File: src/rtl/pmd_pkg.sv
package pmd_pkg;
  typedef struct packed {
    logic qualified;   // strobe and select both high
    logic startPulse;  // first qualified cycle of an access
    logic firstAccess; // no page opened since reset
  } pmdStrobes_t;
endpackage

File: src/rtl/pmdFieldCmp.sv
module pmdFieldCmp #(
  parameter int W = 4
) (
  input  logic [W-1:0] fieldA,
  input  logic [W-1:0] fieldB,
  output logic         differs
);
  logic [W-1:0] bitDiff;
  for (genvar i = 0; i < W; i++) begin : g_bit
    assign bitDiff[i] = fieldA[i] ^ fieldB[i];
  end
  assign differs = |bitDiff;
endmodule

File: src/rtl/pmdControl.sv
module pmdControl
  import pmd_pkg::*;
(
  input  logic        clk,
  input  logic        rstN,
  input  logic        addrStrobe,
  input  logic        chipSel,
  output pmdStrobes_t strobes
);
  logic qualPrev;
  logic pageOpen;
  logic qualNow;

  assign qualNow = addrStrobe & chipSel;

  always_ff @(posedge clk) begin
    if (!rstN) begin
      qualPrev <= 1'b0;
      pageOpen <= 1'b0;
    end else begin
      qualPrev <= qualNow;
      if (qualNow && !qualPrev) pageOpen <= 1'b1;
    end
  end

  always_comb begin
    strobes.qualified   = qualNow;
    strobes.startPulse  = qualNow & ~qualPrev;
    strobes.firstAccess = ~pageOpen;
  end

  // a start is never followed directly by another start
  p_single_start_r8: assert property (@(posedge clk) disable iff (!rstN)
    strobes.startPulse |=> !strobes.startPulse);
  // once any start has happened, a page stays open
  p_page_open_r5: assert property (@(posedge clk) disable iff (!rstN)
    strobes.startPulse |=> !strobes.firstAccess);
endmodule

File: src/rtl/pmdDatapath.sv
module pmdDatapath
  import pmd_pkg::*;
#(
  parameter int ROW_W  = 12,
  parameter int BANK_W = 2
) (
  input  logic              clk,
  input  logic              rstN,
  input  pmdStrobes_t       strobes,
  input  logic [ROW_W-1:0]  rowAddr,
  input  logic [BANK_W-1:0] bankSel,
  input  logic              colCarry,
  output logic              localMiss
);
  logic [ROW_W-1:0]  savedRow;
  logic [BANK_W-1:0] savedBank;
  logic              crossPending;
  logic              heldMiss;
  logic              rowDiff;
  logic              bankDiff;
  logic              freshMiss;

  pmdFieldCmp #(.W(ROW_W)) u_rowCmp (
    .fieldA(rowAddr), .fieldB(savedRow), .differs(rowDiff));
  pmdFieldCmp #(.W(BANK_W)) u_bankCmp (
    .fieldA(bankSel), .fieldB(savedBank), .differs(bankDiff));

  assign freshMiss = strobes.firstAccess | rowDiff | bankDiff | crossPending;
  assign localMiss = strobes.startPulse ? freshMiss : heldMiss;

  always_ff @(posedge clk) begin
    if (!rstN) begin
      savedRow     <= '0;
      savedBank    <= '0;
      crossPending <= 1'b0;
      heldMiss     <= 1'b0;
    end else begin
      if (strobes.startPulse) begin
        savedRow  <= rowAddr;
        savedBank <= bankSel;
        heldMiss  <= freshMiss;
        crossPending <= colCarry;         // same-cycle carry is deferred
      end else if (colCarry) begin
        crossPending <= 1'b1;
      end
    end
  end

  // row and bank captured at every start
  p_capture_r9: assert property (@(posedge clk) disable iff (!rstN)
    strobes.startPulse |=> (savedRow == $past(rowAddr) && savedBank == $past(bankSel)));
  // a carry is consumed by the start that follows it
  p_cross_clear_r3: assert property (@(posedge clk) disable iff (!rstN)
    (strobes.startPulse && !colCarry) |=> !crossPending);
  // a carry on the start cycle survives for the next access
  p_cross_defer_r10: assert property (@(posedge clk) disable iff (!rstN)
    (strobes.startPulse && colCarry) |=> crossPending);
  // a pending carry forces a miss at the start
  p_cross_miss_r3: assert property (@(posedge clk) disable iff (!rstN)
    (strobes.startPulse && crossPending) |-> localMiss);
endmodule

File: src/rtl/pageMissDetector.sv
module pageMissDetector
  import pmd_pkg::*;
#(
  parameter int ROW_W  = 12,
  parameter int BANK_W = 2
) (
  input  logic              clk,
  input  logic              rstN,
  input  logic              addrStrobe,
  input  logic              chipSel,
  input  logic [ROW_W-1:0]  rowAddr,
  input  logic [BANK_W-1:0] bankSel,
  input  logic              colCarry,
  input  logic              extMode,
  input  logic              missIn,
  output logic              missOut,
  output logic              missOe
);
  pmdStrobes_t strobes;
  logic        localMiss;

  pmdControl u_ctl (
    .clk(clk), .rstN(rstN), .addrStrobe(addrStrobe), .chipSel(chipSel),
    .strobes(strobes));

  pmdDatapath #(.ROW_W(ROW_W), .BANK_W(BANK_W)) u_dp (
    .clk(clk), .rstN(rstN), .strobes(strobes), .rowAddr(rowAddr),
    .bankSel(bankSel), .colCarry(colCarry), .localMiss(localMiss));

  always_comb begin
    missOe  = ~extMode;
    missOut = 1'b0;
    if (strobes.qualified) missOut = extMode ? missIn : localMiss;
  end

  // no flag outside the qualified window
  p_quiet_r6: assert property (@(posedge clk) disable iff (!rstN)
    !(addrStrobe && chipSel) |-> !missOut);
  // first access after reset misses in output mode
  p_first_miss_r5: assert property (@(posedge clk) disable iff (!rstN)
    (strobes.startPulse && strobes.firstAccess && !extMode) |-> missOut);
  // flag held through the window in output mode
  p_hold_r8: assert property (@(posedge clk) disable iff (!rstN)
    (addrStrobe && chipSel && !extMode) |=>
      ((addrStrobe && chipSel && !extMode) |-> $stable(missOut)));
  // external mode passes the system decision through
  p_ext_pass_r7: assert property (@(posedge clk) disable iff (!rstN)
    (addrStrobe && chipSel && extMode) |-> (missOut == missIn && !missOe));
endmodule

File: config.mk
export PLATFORM = sky130hd
export DESIGN_NAME = pageMissDetector
export DESIGN_NICKNAME = d
export VERILOG_FILES = /design/src/rtl/pmd_pkg.sv /design/src/rtl/pmdFieldCmp.sv /design/src/rtl/pmdControl.sv /design/src/rtl/pmdDatapath.sv /design/src/rtl/pageMissDetector.sv
export SDC_FILE = /design/constraint.sdc
export NUM_CORES = 1
export LEC_CHECK = 0
export BUFFER_PORTS_ARGS = -buffer_cell sky130_fd_sc_hd__buf_2
export CAP_MARGIN = 20
export CORE_MARGIN = 2
export CORE_UTILIZATION = 50
export CTS_BUF_LIST = sky130_fd_sc_hd__clkbuf_2 sky130_fd_sc_hd__clkbuf_4 sky130_fd_sc_hd__clkbuf_8
export DETAILED_ROUTE_END_ITERATION = 10
export GPL_ROUTABILITY_DRIVEN = 0
export PLACE_DENSITY = 0.76
export SLEW_MARGIN = 10
export SYNTH_ARGS = -nofsm -noshare
export SYNTH_HDL_FRONTEND = slang
export SYNTH_SLANG_ARGS = --single-unit
File: constraint.sdc
create_clock -name clk -period 1.4 [get_ports clk]
set_clock_uncertainty 0.1 [all_clocks]
set_input_delay 0 -clock clk [delete_from_list [all_inputs] [get_ports clk]]
set_output_delay 0 -clock clk [all_outputs]
set_load 0.01 [all_outputs]
[Word-level counts from Yosys, hierarchy flattened]
Cells that the tools add are included.
Word-level totals
  output and inout bits: 2
  input port bits: 21
  flip-flop bits (word level): 18
Operators by class
  bitwise gates (word level): 22
  mux-type cells: 5
  reductions and logical operators: 5
Operator list (number)
  $xor 1x1->1: 14
  $reduce_or 12->1: 1
  $mux 1: 5
  $not 1->1: 3
  $or 1x1->1: 3
  $and 1x1->1: 2
  $reduce_bool 2->1: 1
  $reduce_or 2->1: 1
  $logic_and 1x1->1: 1
  $logic_not 1->1: 1

[Logic depth before layout (Yosys ltp)]
  depth in word-level cells: 8
  mapped depth: 6
  gate-level depth less buffers: 4

[By module]
A second synthesis with hierarchy kept.
Unflattened totals
  cells, all modules: 84
  area, all modules: 875.8 um2
Modules (own cells, without submodules)
  pmdDatapath: area an instance 623.1 um2, instances 1, cells an instance 54
  pmdFieldCmp (u_dp.u_rowCmp): area an instance 128.9 um2, instances 1, cells an instance 16
  pmdControl: area an instance 82.6 um2, instances 1, cells an instance 8
  pmdFieldCmp (u_dp.u_bankCmp): area an instance 21.3 um2, instances 1, cells an instance 3
  pageMissDetector: area an instance 20.0 um2, instances 1, cells an instance 3

[Worst setup path before layout]
No wires, ideal clock.
  path type: reg-to-reg
  start point: register u_ctl.qualPrev
  end point: register u_dp.heldMiss
  path buffers: 1
  setup slack: 0.152 ns
  data required time: 1.174 ns
  data arrival time: 1.023 ns
  cell stages (with the launch flop): 6
  path through: dfxtp_1 > and3b_1 > buf_6 > nand4_4 > nor4_4 > nor3b_1
Between the ends
  word-level cells in the longest chain between the ends: 3
RTL lines
  from (decl): RTL line pmdControl.sv:10  | logic qualPrev;
  from (signal assigned): RTL line pmdControl.sv:21  | qualPrev <= qualNow;
  $not 1->1: RTL line pmdControl.sv:28  | strobes.startPulse = qualNow & ~qualPrev;
  $and 1x1->1: RTL line pmdControl.sv:28
  $mux 1
  to (signal assigned): RTL line pmdDatapath.sv:41  | heldMiss <= freshMiss;
  to (decl): RTL line pmdDatapath.sv:18  | logic heldMiss;
Every way passes these cells.
A chain may end at the register's enable or synchronous reset.

[Final worst setup path]
  start point: register u_ctl.qualPrev
  end point: output missOut
Between the ends
  word-level cells in the longest chain between the ends: 5
RTL lines
  $not 1->1: RTL line pmdControl.sv:28
  $and 1x1->1: RTL line pmdControl.sv:28
  $mux 1
  $mux 1 (2 in a row): RTL line pageMissDetector.sv:33  | if (strobes.qualified) missOut = extMode ? missIn : localMiss;
  to (decl): RTL line pageMissDetector.sv:16  | output logic missOut,
Every way passes these cells.

==> impl_metrics.csv <==
group,metric,value,unit
critical_path,cp-start-kind,"flop",
place,io_buffer_count,22,
critical_path,path_buf_inv,2,
drt,drt_iter0_drc,8,
layout,syn_to_final_growth,42.6,%
synth,synth_most_common_cell,"nand2_1",
synth,synth_edf_count,0,
synth,synth_commonest_cells,"nand2_1, dfxtp_1, xnor2_1",
critical_path,cp_top_family,"flip-flops",
layout,drive_gt1_share,29.3,%
flow_run,drv_cap,0,
grt,antenna_found_initial,0,
synth,synth_top_area_cell,"dfxtp_1",
floorplanning,die_w,46.0,um
outcome,status,"finished with violations",
synth,synth_compound_area_share,15.2,%
floorplanning,rows,15,
clocking,clock_path_buffers,2,
worst_hold_path,hp-class,"primary input to primary output",
clocking,htreeDepth,1,
drt,vias,783,
critical_path,cp_data_arrival_time,1.59,ns
critical_path,crit_chain,"and3b_2 > buf_6 > nor2_2 > o41ai_2 > buf_2",
critical_path,rrSetupSlack,0.01,ns
power,static-leakage-power,0.516,nW
place,post-dp-hpwl,1260,um
floorplanning,io_pins,23,
critical_path,crit_required,1.30,ns
timing,slew_viol_final,0,
drt,first_pass_iters,4,
clocking,cts_made_buffers,3,
clocking,cts_tree,"yes",
place,place_inst,133,
synth,netlist_instances,97,
synth,ys_seq_area_share,40.9,%
drt,routed_wl,2030,um
outcome,violations,"negative setup slack",
grt,grt_max_degree,19,
layout,fin_nets,162,
drt,wl_per_cell,12.9,um
timing,setup_violations,1,
critical_path,rr_worst_depth,5,
critical_path,crit_path_end,"missOut",
timing,relSlewSlack,79.6,%
layout,finalCoreUtilization,74.4,%
place,dpl-instance-area,988,um2
floorplanning,coreArea,0.00169,mm2
synth,synth_top_area_share,40.9,%
synth,synthSimpleGateAreaFrac,25.1,%
critical_path,cpMaxStageDelayCell,"dfxtp_2",
critical_path,critPathKind,"flop to primary output",
floorplanning,start_util,52.1,%
drt,drt-vias-per-instance,4.99,
synth,synthXorXnorAreaFrac,13.9,%
timing,rsz0062_at_grt,"yes",
floorplanning,dieArea,0.00211,mm2
critical_path,crit_fanout,3,
timing,period_minus_slack,1.69,ns
grt,grt_overflow_total,0,
critical_path,r2r_end,"u_dp.heldMiss",
timing,worst_slew_pin_slew,0.306,ns
clocking,clock_tree.root_cell,"clkbuf_4",
critical_path,critPathCaptureType,"primary output",
synth,synthAdderAreaFrac,0,%
drt,drc,0,
timing,setup_ws,-0.285,ns
power,powerDensity,877,mW/mm2
floorplanning,fp.dieH,46.0,um
timing,final_hold_viol_count,0,
grt,grt_usage,21.5,%
critical_path,cp-startpoint,"u_ctl.qualPrev",
clocking,cts_sinks,18,
power,vdd_drop_max,0.000648,V
timing,fin_crit_sh,120,%
layout,final_area,0.00126,mm2
critical_path,max_stage_delay,0.33,ns
layout,final_cells,157,
grt,grt_pass1_wl,3150,um
synth,netlist_area,881,um2
synth,synth_top_family_by_area,"simple AND/OR/NAND/NOR gates",
synth,synth_area_per_cell,9.08,um2
critical_path,r2r-start,"u_ctl.qualPrev",
critical_path,cp.depth,5,
clocking,worstSkewPairLatency,0.30,ns
clocking,path_clk_slew,0.11,ns
timing,setup-tns-final,-0.285,ns
synth,yosysWarnings,0,
drt,drtAntennaViolNets,0,
synth,synth_mux_area_share,0,%
synth,synth.area.top_cells,"dfxtp_1, xnor2_1, nand2_1",
timing,fmax,593,MHz
synth,syn_nets,118,
synth,synth-async-reset-ratio,0,%
layout,antenna_cells,0,
synth,synth_cell_types,22,
synth,synth_seq_cells,18,
grt,grt_pass1_vias,742,
synth,synth-main-ff-cell,"dfxtp_1",
metal layers:
metal | track usage, % | wire (um) | share of wire [%]
met1 | 23.7 | 852 | 42
met2 | 38.6 | 1050 | 52
met3 | 3.97 | 74 | 3.6
met4 | 10.3 | 51 | 2.5
met5 | 0 | 0 | 0
worst min-delay path by stage:
stage,start,endpoint,cells after the start
3_5_place_dp,colCarry,u_dp.crossPending,3
5_1_grt,extMode,missOe,3
2_1_floorplan,extMode,missOe,1
6_report,extMode,missOe,3
3_3_place_gp,colCarry,u_dp.crossPending,3
4_1_cts,extMode,missOe,3
report_power, final:
part / internal, mW / switching, mW
clock network: 0.159 / 0.175
logic: 0.120 / 0.0920
registers: 0.538 / 0.0176
state kept, by name (all words and copies together) (netlist names):
name               flops
u_dp.savedBank         2
u_dp.heldMiss          1
u_dp.savedRow         12
u_ctl.qualPrev         1
u_ctl.pageOpen         1
u_dp.crossPending      1
layout by cell type (no fill, tap or decap), drive strengths merged:
cell / n
a21oi: 1
nand4: 5
dlygate4sd3: 18
o41ai: 1
or2: 1
clkbuf: 5
dfxtp: 18
and3b: 1
nor2b: 2
nor3b: 1
inv: 1
nand2: 29
o21a: 1
nor4: 1
nor2: 1
a21boi: 14
xnor2: 14
buf: 25
and3: 1
repair_timing:
item / CTS / global route
gates resized for setup: 3 / 7
buffers inserted: 2 / 0
endpoints found under the setup margin: 1 / 5
endpoints found under the hold margin: 18 / 0
pin swaps: 2 / 4
hold buffers: 18 / 0
per-stage QoR:
stage	hold WS [ns]	worst slack (ns)	power (mW)
after CTS	0.177	-0.220	1.09
after floorplan	-0.0565	0.152	0.665
after global routing	0.195	-0.324	1.14
final	0.176	-0.285	1.10
after global placement	0.131	0.0885	0.716
after detailed placement	0.141	0.0716	0.722
tightest hold or removal path: cells and delay by family:
kind	cells	cell delay, ns
buffers and inverters	3	0.27
final cells by class:
type,count,area [um2]
Multi-Input combinational cell,73,507
Fill cell,128,433
Sequential cell,18,362
Timing Repair Buffer,44,327
Clock buffer,4,36.3
Tap cell,17,21.3
Inverter,1,3.75
cell families after synthesis:
family                 Yosys count
AO/OA/AOI/OAI                   17
XOR/XNOR                        14
buffers and inverters            6
flip-flops                      18
AND/OR/NAND/NOR                 42
Power figures use the tool's default switching activity.
